[src/rtl/rbp_pkg.sv]
// Package: shared types and helpers for the ring buffer block pointer unit.
// Assumes block numbers are wider than one byte and at most two bytes wide.
package rbp_pkg;
    localparam int BYTE_W = 8;

    typedef enum logic [1:0] {
        SEL_DAT_LO = 2'd0,
        SEL_DAT_HI = 2'd1,
        SEL_SUB_LO = 2'd2,
        SEL_SUB_HI = 2'd3
    } host_sel_e;
endpackage

[src/rtl/rbp_evt_qual.sv]
// Module: turns raw event pulses, mode bits and host strobes into per-counter
// advance and byte-load enables. A host write to a counter masks that
// counter's advance. Assumes pulses are one cycle wide.
module rbp_evt_qual
    import rbp_pkg::*;
(
    input  logic       bic_mode,
    input  logic       sync_pulse,
    input  logic       edc_done,
    input  logic       sta_err,
    input  logic       hce_err,
    input  logic       sub_end,
    input  logic       host_wr,
    input  logic [1:0] host_sel,
    output logic       data_adv,
    output logic       sub_adv,
    output logic       data_ld_lo,
    output logic       data_ld_hi,
    output logic       sub_ld_lo,
    output logic       sub_ld_hi
);
    logic data_evt;
    logic data_wr;
    logic sub_wr;

    // Decode the host byte select into four load enables.
    always_comb begin
        data_ld_lo = host_wr && (host_sel == SEL_DAT_LO);
        data_ld_hi = host_wr && (host_sel == SEL_DAT_HI);
        sub_ld_lo  = host_wr && (host_sel == SEL_SUB_LO);
        sub_ld_hi  = host_wr && (host_sel == SEL_SUB_HI);
        data_wr    = data_ld_lo || data_ld_hi;
        sub_wr     = sub_ld_lo  || sub_ld_hi;
    end

    // Pick the data advance event by correction mode, gated by error flags.
    always_comb begin
        if (bic_mode)
            data_evt = edc_done && !sta_err && !hce_err;
        else
            data_evt = sync_pulse;
        data_adv = data_evt && !data_wr;
        sub_adv  = sub_end  && !sub_wr;
    end
endmodule

[src/rtl/rbp_blk_counter.sv]
// Module: a block number register with host byte loads and an advance load.
// On advance it takes adv_val, which the parent supplies. Host loads beat the
// advance. cnt_nxt is the value the register will take at the next edge.
module rbp_blk_counter
    import rbp_pkg::*;
#(
    parameter int BLK_W = 9
) (
    input  logic              clk,
    input  logic              rst_n,
    input  logic              ld_lo,
    input  logic              ld_hi,
    input  logic [BYTE_W-1:0] wdata,
    input  logic              adv,
    input  logic [BLK_W-1:0]  adv_val,
    output logic [BLK_W-1:0]  cnt,
    output logic [BLK_W-1:0]  cnt_nxt
);
    localparam int HI_W = BLK_W - BYTE_W;

    // Next-value selection: host bytes first, then advance, else hold.
    always_comb begin
        cnt_nxt = cnt;
        if (ld_lo)
            cnt_nxt[BYTE_W-1:0] = wdata;
        else if (ld_hi)
            cnt_nxt[BLK_W-1:BYTE_W] = wdata[HI_W-1:0];
        else if (adv)
            cnt_nxt = adv_val;
    end

    // State register with synchronous reset to block 0.
    always_ff @(posedge clk) begin
        if (!rst_n)
            cnt <= '0;
        else
            cnt <= cnt_nxt;
    end
endmodule

[src/rtl/rbp_tgt_gen.sv]
// Module: registers the fill targets from the counters' next values.
// For data, the target is the successor or, on a compare match, the wrap base.
// For subcode, the target is the successor or the data target in follow mode.
// Both reset to block 1.
module rbp_tgt_gen #(
    parameter int BLK_W = 9
) (
    input  logic             clk,
    input  logic             rst_n,
    input  logic [BLK_W-1:0] data_nxt,
    input  logic [BLK_W-1:0] sub_nxt,
    input  logic [BLK_W-1:0] wrap_cmp,
    input  logic [BLK_W-1:0] wrap_base,
    input  logic             sub_follow,
    output logic [BLK_W-1:0] data_tgt,
    output logic [BLK_W-1:0] sub_tgt
);
    localparam logic [BLK_W-1:0] ONE = BLK_W'(1);

    logic [BLK_W-1:0] data_tgt_d;
    logic [BLK_W-1:0] sub_tgt_d;

    // Compute the successor blocks, applying the wrap and follow choices.
    always_comb begin
        data_tgt_d = (data_nxt == wrap_cmp) ? wrap_base : data_nxt + ONE;
        sub_tgt_d  = sub_follow ? data_tgt_d : sub_nxt + ONE;
    end

    // Target registers, reset to the block after block 0.
    always_ff @(posedge clk) begin
        if (!rst_n) begin
            data_tgt <= ONE;
            sub_tgt  <= ONE;
        end else begin
            data_tgt <= data_tgt_d;
            sub_tgt  <= sub_tgt_d;
        end
    end
endmodule

[src/rtl/ring_blkptr.sv]
// Module: top of the ring buffer block pointer unit. It wires event
// qualification, one counter instance per stream, and target generation.
// The data counter advances onto its registered fill target. The subcode
// counter steps by one. Assumes synchronous single-cycle event pulses.
module ring_blkptr
    import rbp_pkg::*;
#(
    parameter int BLK_W = 9
) (
    input  logic             clk,
    input  logic             rst_n,
    input  logic             host_wr,
    input  logic [1:0]       host_sel,
    input  logic [7:0]       host_wdata,
    input  logic             bic_mode,
    input  logic             sub_follow,
    input  logic [BLK_W-1:0] wrap_cmp,
    input  logic [BLK_W-1:0] wrap_base,
    input  logic             sync_pulse,
    input  logic             edc_done,
    input  logic             sta_err,
    input  logic             hce_err,
    input  logic             sub_end,
    output logic [BLK_W-1:0] data_cnt,
    output logic [BLK_W-1:0] sub_cnt,
    output logic [BLK_W-1:0] data_tgt,
    output logic [BLK_W-1:0] sub_tgt
);
    localparam int NSTREAM = 2;
    localparam int S_DATA  = 0;
    localparam int S_SUB   = 1;

    logic [NSTREAM-1:0] adv;
    logic [NSTREAM-1:0] ld_lo;
    logic [NSTREAM-1:0] ld_hi;
    logic [BLK_W-1:0]   adv_val [NSTREAM];
    logic [BLK_W-1:0]   cnt     [NSTREAM];
    logic [BLK_W-1:0]   cnt_nxt [NSTREAM];

    rbp_evt_qual u_qual (
        .bic_mode   (bic_mode),
        .sync_pulse (sync_pulse),
        .edc_done   (edc_done),
        .sta_err    (sta_err),
        .hce_err    (hce_err),
        .sub_end    (sub_end),
        .host_wr    (host_wr),
        .host_sel   (host_sel),
        .data_adv   (adv[S_DATA]),
        .sub_adv    (adv[S_SUB]),
        .data_ld_lo (ld_lo[S_DATA]),
        .data_ld_hi (ld_hi[S_DATA]),
        .sub_ld_lo  (ld_lo[S_SUB]),
        .sub_ld_hi  (ld_hi[S_SUB])
    );

    // Advance values: data lands on its fill target, subcode steps by one.
    always_comb begin
        adv_val[S_DATA] = data_tgt;
        adv_val[S_SUB]  = cnt[S_SUB] + BLK_W'(1);
    end

    for (genvar s = 0; s < NSTREAM; s++) begin : g_stream
        rbp_blk_counter #(.BLK_W(BLK_W)) u_cnt (
            .clk     (clk),
            .rst_n   (rst_n),
            .ld_lo   (ld_lo[s]),
            .ld_hi   (ld_hi[s]),
            .wdata   (host_wdata),
            .adv     (adv[s]),
            .adv_val (adv_val[s]),
            .cnt     (cnt[s]),
            .cnt_nxt (cnt_nxt[s])
        );
    end

    rbp_tgt_gen #(.BLK_W(BLK_W)) u_tgt (
        .clk        (clk),
        .rst_n      (rst_n),
        .data_nxt   (cnt_nxt[S_DATA]),
        .sub_nxt    (cnt_nxt[S_SUB]),
        .wrap_cmp   (wrap_cmp),
        .wrap_base  (wrap_base),
        .sub_follow (sub_follow),
        .data_tgt   (data_tgt),
        .sub_tgt    (sub_tgt)
    );

    // Drive the counter outputs from the stream array.
    always_comb begin
        data_cnt = cnt[S_DATA];
        sub_cnt  = cnt[S_SUB];
    end
endmodule

[config.mk]
export PLATFORM = sky130hd
export DESIGN_NAME = ring_blkptr
export DESIGN_NICKNAME = d
export VERILOG_FILES = /design/src/rtl/rbp_pkg.sv /design/src/rtl/rbp_evt_qual.sv /design/src/rtl/rbp_blk_counter.sv /design/src/rtl/rbp_tgt_gen.sv /design/src/rtl/ring_blkptr.sv
export SDC_FILE = /design/constraint.sdc
export NUM_CORES = 1
export LEC_CHECK = 0
export BUFFER_PORTS_ARGS = -buffer_cell sky130_fd_sc_hd__buf_2
export CAP_MARGIN = 20
export CORE_ASPECT_RATIO = 1.1
export CORE_MARGIN = 2
export CORE_UTILIZATION = 48
export CTS_BUF_LIST = sky130_fd_sc_hd__clkbuf_4 sky130_fd_sc_hd__clkbuf_8 sky130_fd_sc_hd__clkbuf_16
export DETAILED_ROUTE_END_ITERATION = 12
export GPL_TIMING_DRIVEN = 0
export PLACE_DENSITY = 0.76
export SLEW_MARGIN = 10
export SYNTH_ARGS = -nofsm -noshare
export SYNTH_HDL_FRONTEND = slang
export SYNTH_HIERARCHICAL = 1
export SYNTH_SLANG_ARGS = --single-unit
[constraint.sdc]
create_clock -name clk -period 4 [get_ports clk]
set_input_delay 0.8 -clock clk [delete_from_list [all_inputs] [get_ports clk]]
set_output_delay 0.8 -clock clk [all_outputs]
set_load 0.005 [all_outputs]
== Yosys cells after proc, flatten, opt, wreduce, memory -nomap -nowiden ==
Index checks and enable logic that the tools add are counted.

* Output and inout bits: 36
* Input bits: 38
* Register bits after elaboration: 36

* Equality and inequality tests: 4
* $add $sub $neg: 3
* Mux-type cells: 13
* Reductions and logical operators: 15

{| class="wikitable"
|+ Operator list
! operator !! count
|-
| two-way mux 9 bit || 4
|-
| two-way mux 8 bit || 4
|-
| adder 9 x 1 -> 9 bit (second input constant) || 3
|-
| equality test 9 bit || 1
|-
| logical AND 1 bit || 8
|-
| two-way mux 1 bit || 5
|-
| equality test 2 bit (second input constant) || 2
|-
| logical NOT 1 bit || 4
|-
| equality test 2 x 1 -> 1 bit (second input constant) || 1
|-
| logical NOT 2 bit || 1
|-
| logical OR 1 bit || 2
|}

== Longest topological paths before layout ==
* Word-level depth: 11
* Depth in mapped cells: 12
* Depth with buffers taken out: 11

== Modules after synthesis ==
Netlist, hierarchy kept.

{| class="wikitable"
|+ Modules (own cells, without submodules)
! module !! instances !! cells each !! area an instance (sq um)
|-
| rbp_blk_counter || 2 || 70 || 618.1
|-
| rbp_tgt_gen || 1 || 109 || 989.7
|-
| ring_blkptr || 1 || 19 || 132.6
|-
| rbp_evt_qual || 1 || 10 || 71.3
|}

== Worst setup path before layout ==
No wires, ideal clock.

* Path type: input to register
* Start point: in host_wr
* End point: reg u_tgt.sub_tgt[0]
* Required time: 3.885 ns
* Buffers on the path: 1
* Data arrival time: 2.918 ns
* Stages: 11
* Path slack: 0.967 ns
* Setup time: 0.115 ns
* Cells stage by stage: nor2b_4 > and2_1 > nand2b_1 > buf_2 > a211oi_2 > a21oi_1 > xor2_1 > nor4_4 > nand3_2 > or4_1 > and3_1

{| class="wikitable"
|+ RTL lines
! item !! line !! source
|-
| start, declared || ring_blkptr.sv:12 || <nowiki>input logic host_wr,</nowiki>
|-
| end signal, assigned || rbp_tgt_gen.sv:36 || <nowiki>sub_tgt <= sub_tgt_d;</nowiki>
|-
| end, declared || rbp_tgt_gen.sv:16 || <nowiki>output logic [BLK_W-1:0] sub_tgt</nowiki>
|}

==> flow_summary.json <==
{
  "outcome": "complete, no violations",
  "rows": 27,
  "fmax_mhz": 301.0,
  "grt_overflow": 0,
  "relSlewSlack": 0.5729,
  "path_cells": "buf_2, nor2b_4, and2_1, nand2b_1, buf_2, a211oi_2, a21oi_1, xor2_1, nor3_2, nand3_2, buf_4, mux2i_1, a211oi_1",
  "die_y_um": 78.62,
  "areaGrowthSynthToFinish_pct": 21.83,
  "synth-simple-area-share": 0.2745,
  "dp_hpwl_um": 4937,
  "post_cts_buffers": 0,
  "fp.coreArea_um2": 4932,
  "synth_ff_type": "dfxtp_1",
  "pin_count": 74,
  "synth_cells": 278,
  "critPathArrivalTime_ns": 3.51,
  "initial_core_util": 0.4926,
  "crit_required_ns": 4.18,
  "synth-xor-area-share": 0.1045,
  "ir_worst_vdd_mv": 0.2192,
  "vias_per_cell": 5.531,
  "timing.final.max_slew_violations": 0,
  "end_kind": "register",
  "antenna_found_initial": 0,
  "first_pass_iters": 4,
  "crit_fanout": 10,
  "syn_nets": 319,
  "htreeDepth": 2,
  "cpMaxStageDelayCell": "a21oi_1",
  "cts_sinks": 36,
  "numCtsBuffers": 5,
  "period_share": 0.8307,
  "cap_violations": 0,
  "worst_pin_slew_ns": 0.6407,
  "drc_errors": 0,
  "antenna_cells": 0,
  "yosysWarnings": 6,
  "root_buffer": "clkbuf_8",
  "clkLatencyLatePin_ns": 0.29,
  "start_kind": "input pin",
  "min_path_type": "register to register",
  "initialDrtViolationCount": 179,
  "synthAdderAreaFrac": 0.01545,
  "dieArea_um2": 5648,
  "muxShareOfSynthArea": 0.01699,
  "p_leak_nw": 1.409,
  "finalSetupViolations": 0,
  "io_buffers": 72,
  "place_congestion": 0.8786,
  "syn_avg_cell_area_um2": 8.740,
  "ys_seq_area_frac": 0.2966,
  "cts_resized": 0,
  "synth_compound_area_frac": 0.2173,
  "crit_type": "input pin to register",
  "die_w_um": 71.84,
  "tns_ns": 0,
  "synth.distinct_cells": 42,
  "hold_buffers": 0,
  "antenna_left": 0,
  "synthesis.area_um2": 2430,
  "grtUsageTotal": 0.2286,
  "cts_buffer_depth": 2,
  "fill_cells": 445,
  "clkTransAtPathRegs_ns": 0.07,
  "place_inst": 408,
  "synth_seq_cells": 36,
  "clock_skew_ns": 0.006916,
  "cts_tree": "yes",
  "hold_depth": 2,
  "hold_violations": 0,
  "synth-edff-count": 0,
  "nNetsFinal": 398,
  "cp_common_cell": "buf_2",
  "grt_pass1_vias": 2132,
  "synthArstFlopShare": 0,
  "powerDensity_nw_per_um2": 319.2,
  "cp_num_cells": 13,
  "crit_path_max_incr_delay_ns": 0.50,
  "wl_um": 6361,
  "stdcell_count": 416,
  "fin_crit_ns": 3.323,
  "synth_top_family_by_area": "simple AND/OR/NAND/NOR gates",
  "grt_setup_unrepaired": "false",
  "routedWlPerCell_um": 15.29,
  "vias": 2301,
  "path_buf_inv": 3,
  "drive_above_1_share": 0.3436,
  "grt_max_degree": 20,
  "rr_worst_depth": 11,
  "path_delay_family": "simple AND/OR/NAND/NOR gates",
  "grt_pass1_wl_um": 10070
}
[path summary, 6_finish.rpt]
kind	slack (ns)	to	from
hold reg to reg	0.54	g_stream[0].u_cnt/cnt[3]$_SDFF_PN0_	g_stream[0].u_cnt/cnt[3]$_SDFF_PN0_
setup / recovery	0.68	u_tgt/sub_tgt[6]$_SDFF_PN0_	host_wr
setup reg to reg	1.50	u_tgt/sub_tgt[8]$_SDFF_PN0_	g_stream[1].u_cnt/cnt[0]$_SDFF_PN0_
hold / removal	0.54	g_stream[0].u_cnt/cnt[3]$_SDFF_PN0_	g_stream[0].u_cnt/cnt[3]$_SDFF_PN0_
[per-layer routing]
layer	routed length (um)	up-vias	track usage
li1	-	1135	-
met3	376	15	0.04493
met5	0	-	0
met1	2728	1077	0.2912
met2	3082	74	0.3722
met4	174	0	0.09811
[placed cells by master (no fill, tap or decap), types with 3 or more instances in the layout]
cell type	Yosys	final
nand2_1	9	9
and4_1	3	3
nor2_1	28	28
dfxtp_1	36	36
nand2b_1	3	3
mux2i_1	3	3
inv_1	22	22
nand4_1	6	6
buf_2	4	76
nand3_1	9	9
ha_1	3	3
a211oi_2	18	18
o32ai_1	4	4
and3b_1	16	16
and2_1	7	7
buf_4	3	3
and3_1	3	3
xor2_1	18	18
clkbuf_8	0	6
buf_6	4	4
nor3_1	4	4
xnor2_1	11	11
o21ai_0	20	20
a21oi_1	19	19
[cell families after synthesis]
| family | count (synthesis) |
|---|---|
| and+or+nand+nor | 102 |
| buffers and inverters | 36 |
| muxes | 4 |
| DFF | 36 |
| adders and majority gates | 3 |
| xor gates and xnor gates | 29 |
| AOI/OAI and AO/OA | 68 |
[sequential cells by signal, indices dropped and copies added, names as in the netlist]
signal,count
g_stream.u_cnt/cnt,18
u_tgt/data_tgt,9
u_tgt/sub_tgt,9
[tightest hold or removal path, delay by kind of cell (launching register included)]
kind,cells,cell delay [ns]
AO/OA/AOI/OAI,1,0.08
flip-flops,1,0.34
AND/OR/NAND/NOR,1,0.09
[report_power, final]
part | internal, W | leakage, nW | switching [W]
registers | 0.000388 | 0.296 | 0.0000211
clock network | 0.000154 | 0.0523 | 0.000127
logic | 0.000113 | 1.06 | 0.000143
total | 0.000654 | 1.41 | 0.000291
[layout make-up]
cell class / count / area [um2] / share of cell area
multi-input combinational: 206 / 1528 / 0.5161
tap: 58 / 72.57 / 0.02451
clock buffer: 8 / 97.59 / 0.03297
inverter: 23 / 86.33 / 0.02916
sequential: 36 / 720.7 / 0.2434
timing repair buffer: 72 / 360.3 / 0.1217
buffer: 13 / 95.09 / 0.03212
[cells in the mapped netlist (2+ instances only)]
| cell type | number | area share |
|---|---|---|
| nor3_1 | 4 | 0.0082 |
| nand2_1 | 9 | 0.014 |
| o21ai_0 | 20 | 0.041 |
| xor2_1 | 18 | 0.065 |
| nand3_1 | 9 | 0.019 |
| buf_6 | 4 | 0.019 |
| o32ai_1 | 4 | 0.014 |
| a31oi_1 | 2 | 0.0051 |
| mux2i_1 | 3 | 0.012 |
| nand4_1 | 6 | 0.015 |
| nor4b_4 | 2 | 0.020 |
| nor2_1 | 28 | 0.043 |
| a211oi_2 | 18 | 0.093 |
| inv_1 | 22 | 0.034 |
| xnor2_1 | 11 | 0.040 |
| nand2b_1 | 3 | 0.0077 |
| o21bai_4 | 2 | 0.015 |
| dfxtp_1 | 36 | 0.30 |
| nor3_2 | 2 | 0.0082 |
| ha_1 | 3 | 0.015 |
| and4_1 | 3 | 0.011 |
| buf_1 | 2 | 0.0031 |
| and3b_1 | 16 | 0.058 |
| and2_1 | 7 | 0.018 |
| a21oi_1 | 19 | 0.039 |
| and3_1 | 3 | 0.0077 |
| buf_2 | 4 | 0.0082 |
| buf_4 | 3 | 0.0093 |
| nor3b_2 | 2 | 0.010 |
[metrics by stage]
stage	hold slack [ns]	total power [W]	cell area [um2]	utilization	setup slack, ns
2_1_floorplan	0.5219	0.0005770	2430	-	0.9667
3_3_place_gp	0.5184	0.0006653	2863	0.5804	0.5048
3_5_place_dp	0.5221	0.0006704	2863	0.5804	0.4175
4_1_cts	0.5383	0.0009482	2960	0.6002	0.7179
5_1_grt	0.5722	0.0009955	2960	0.6002	0.5127
6_report	0.5437	0.0009450	2960	0.6002	0.6772
Power figures use the tool's default switching activity.
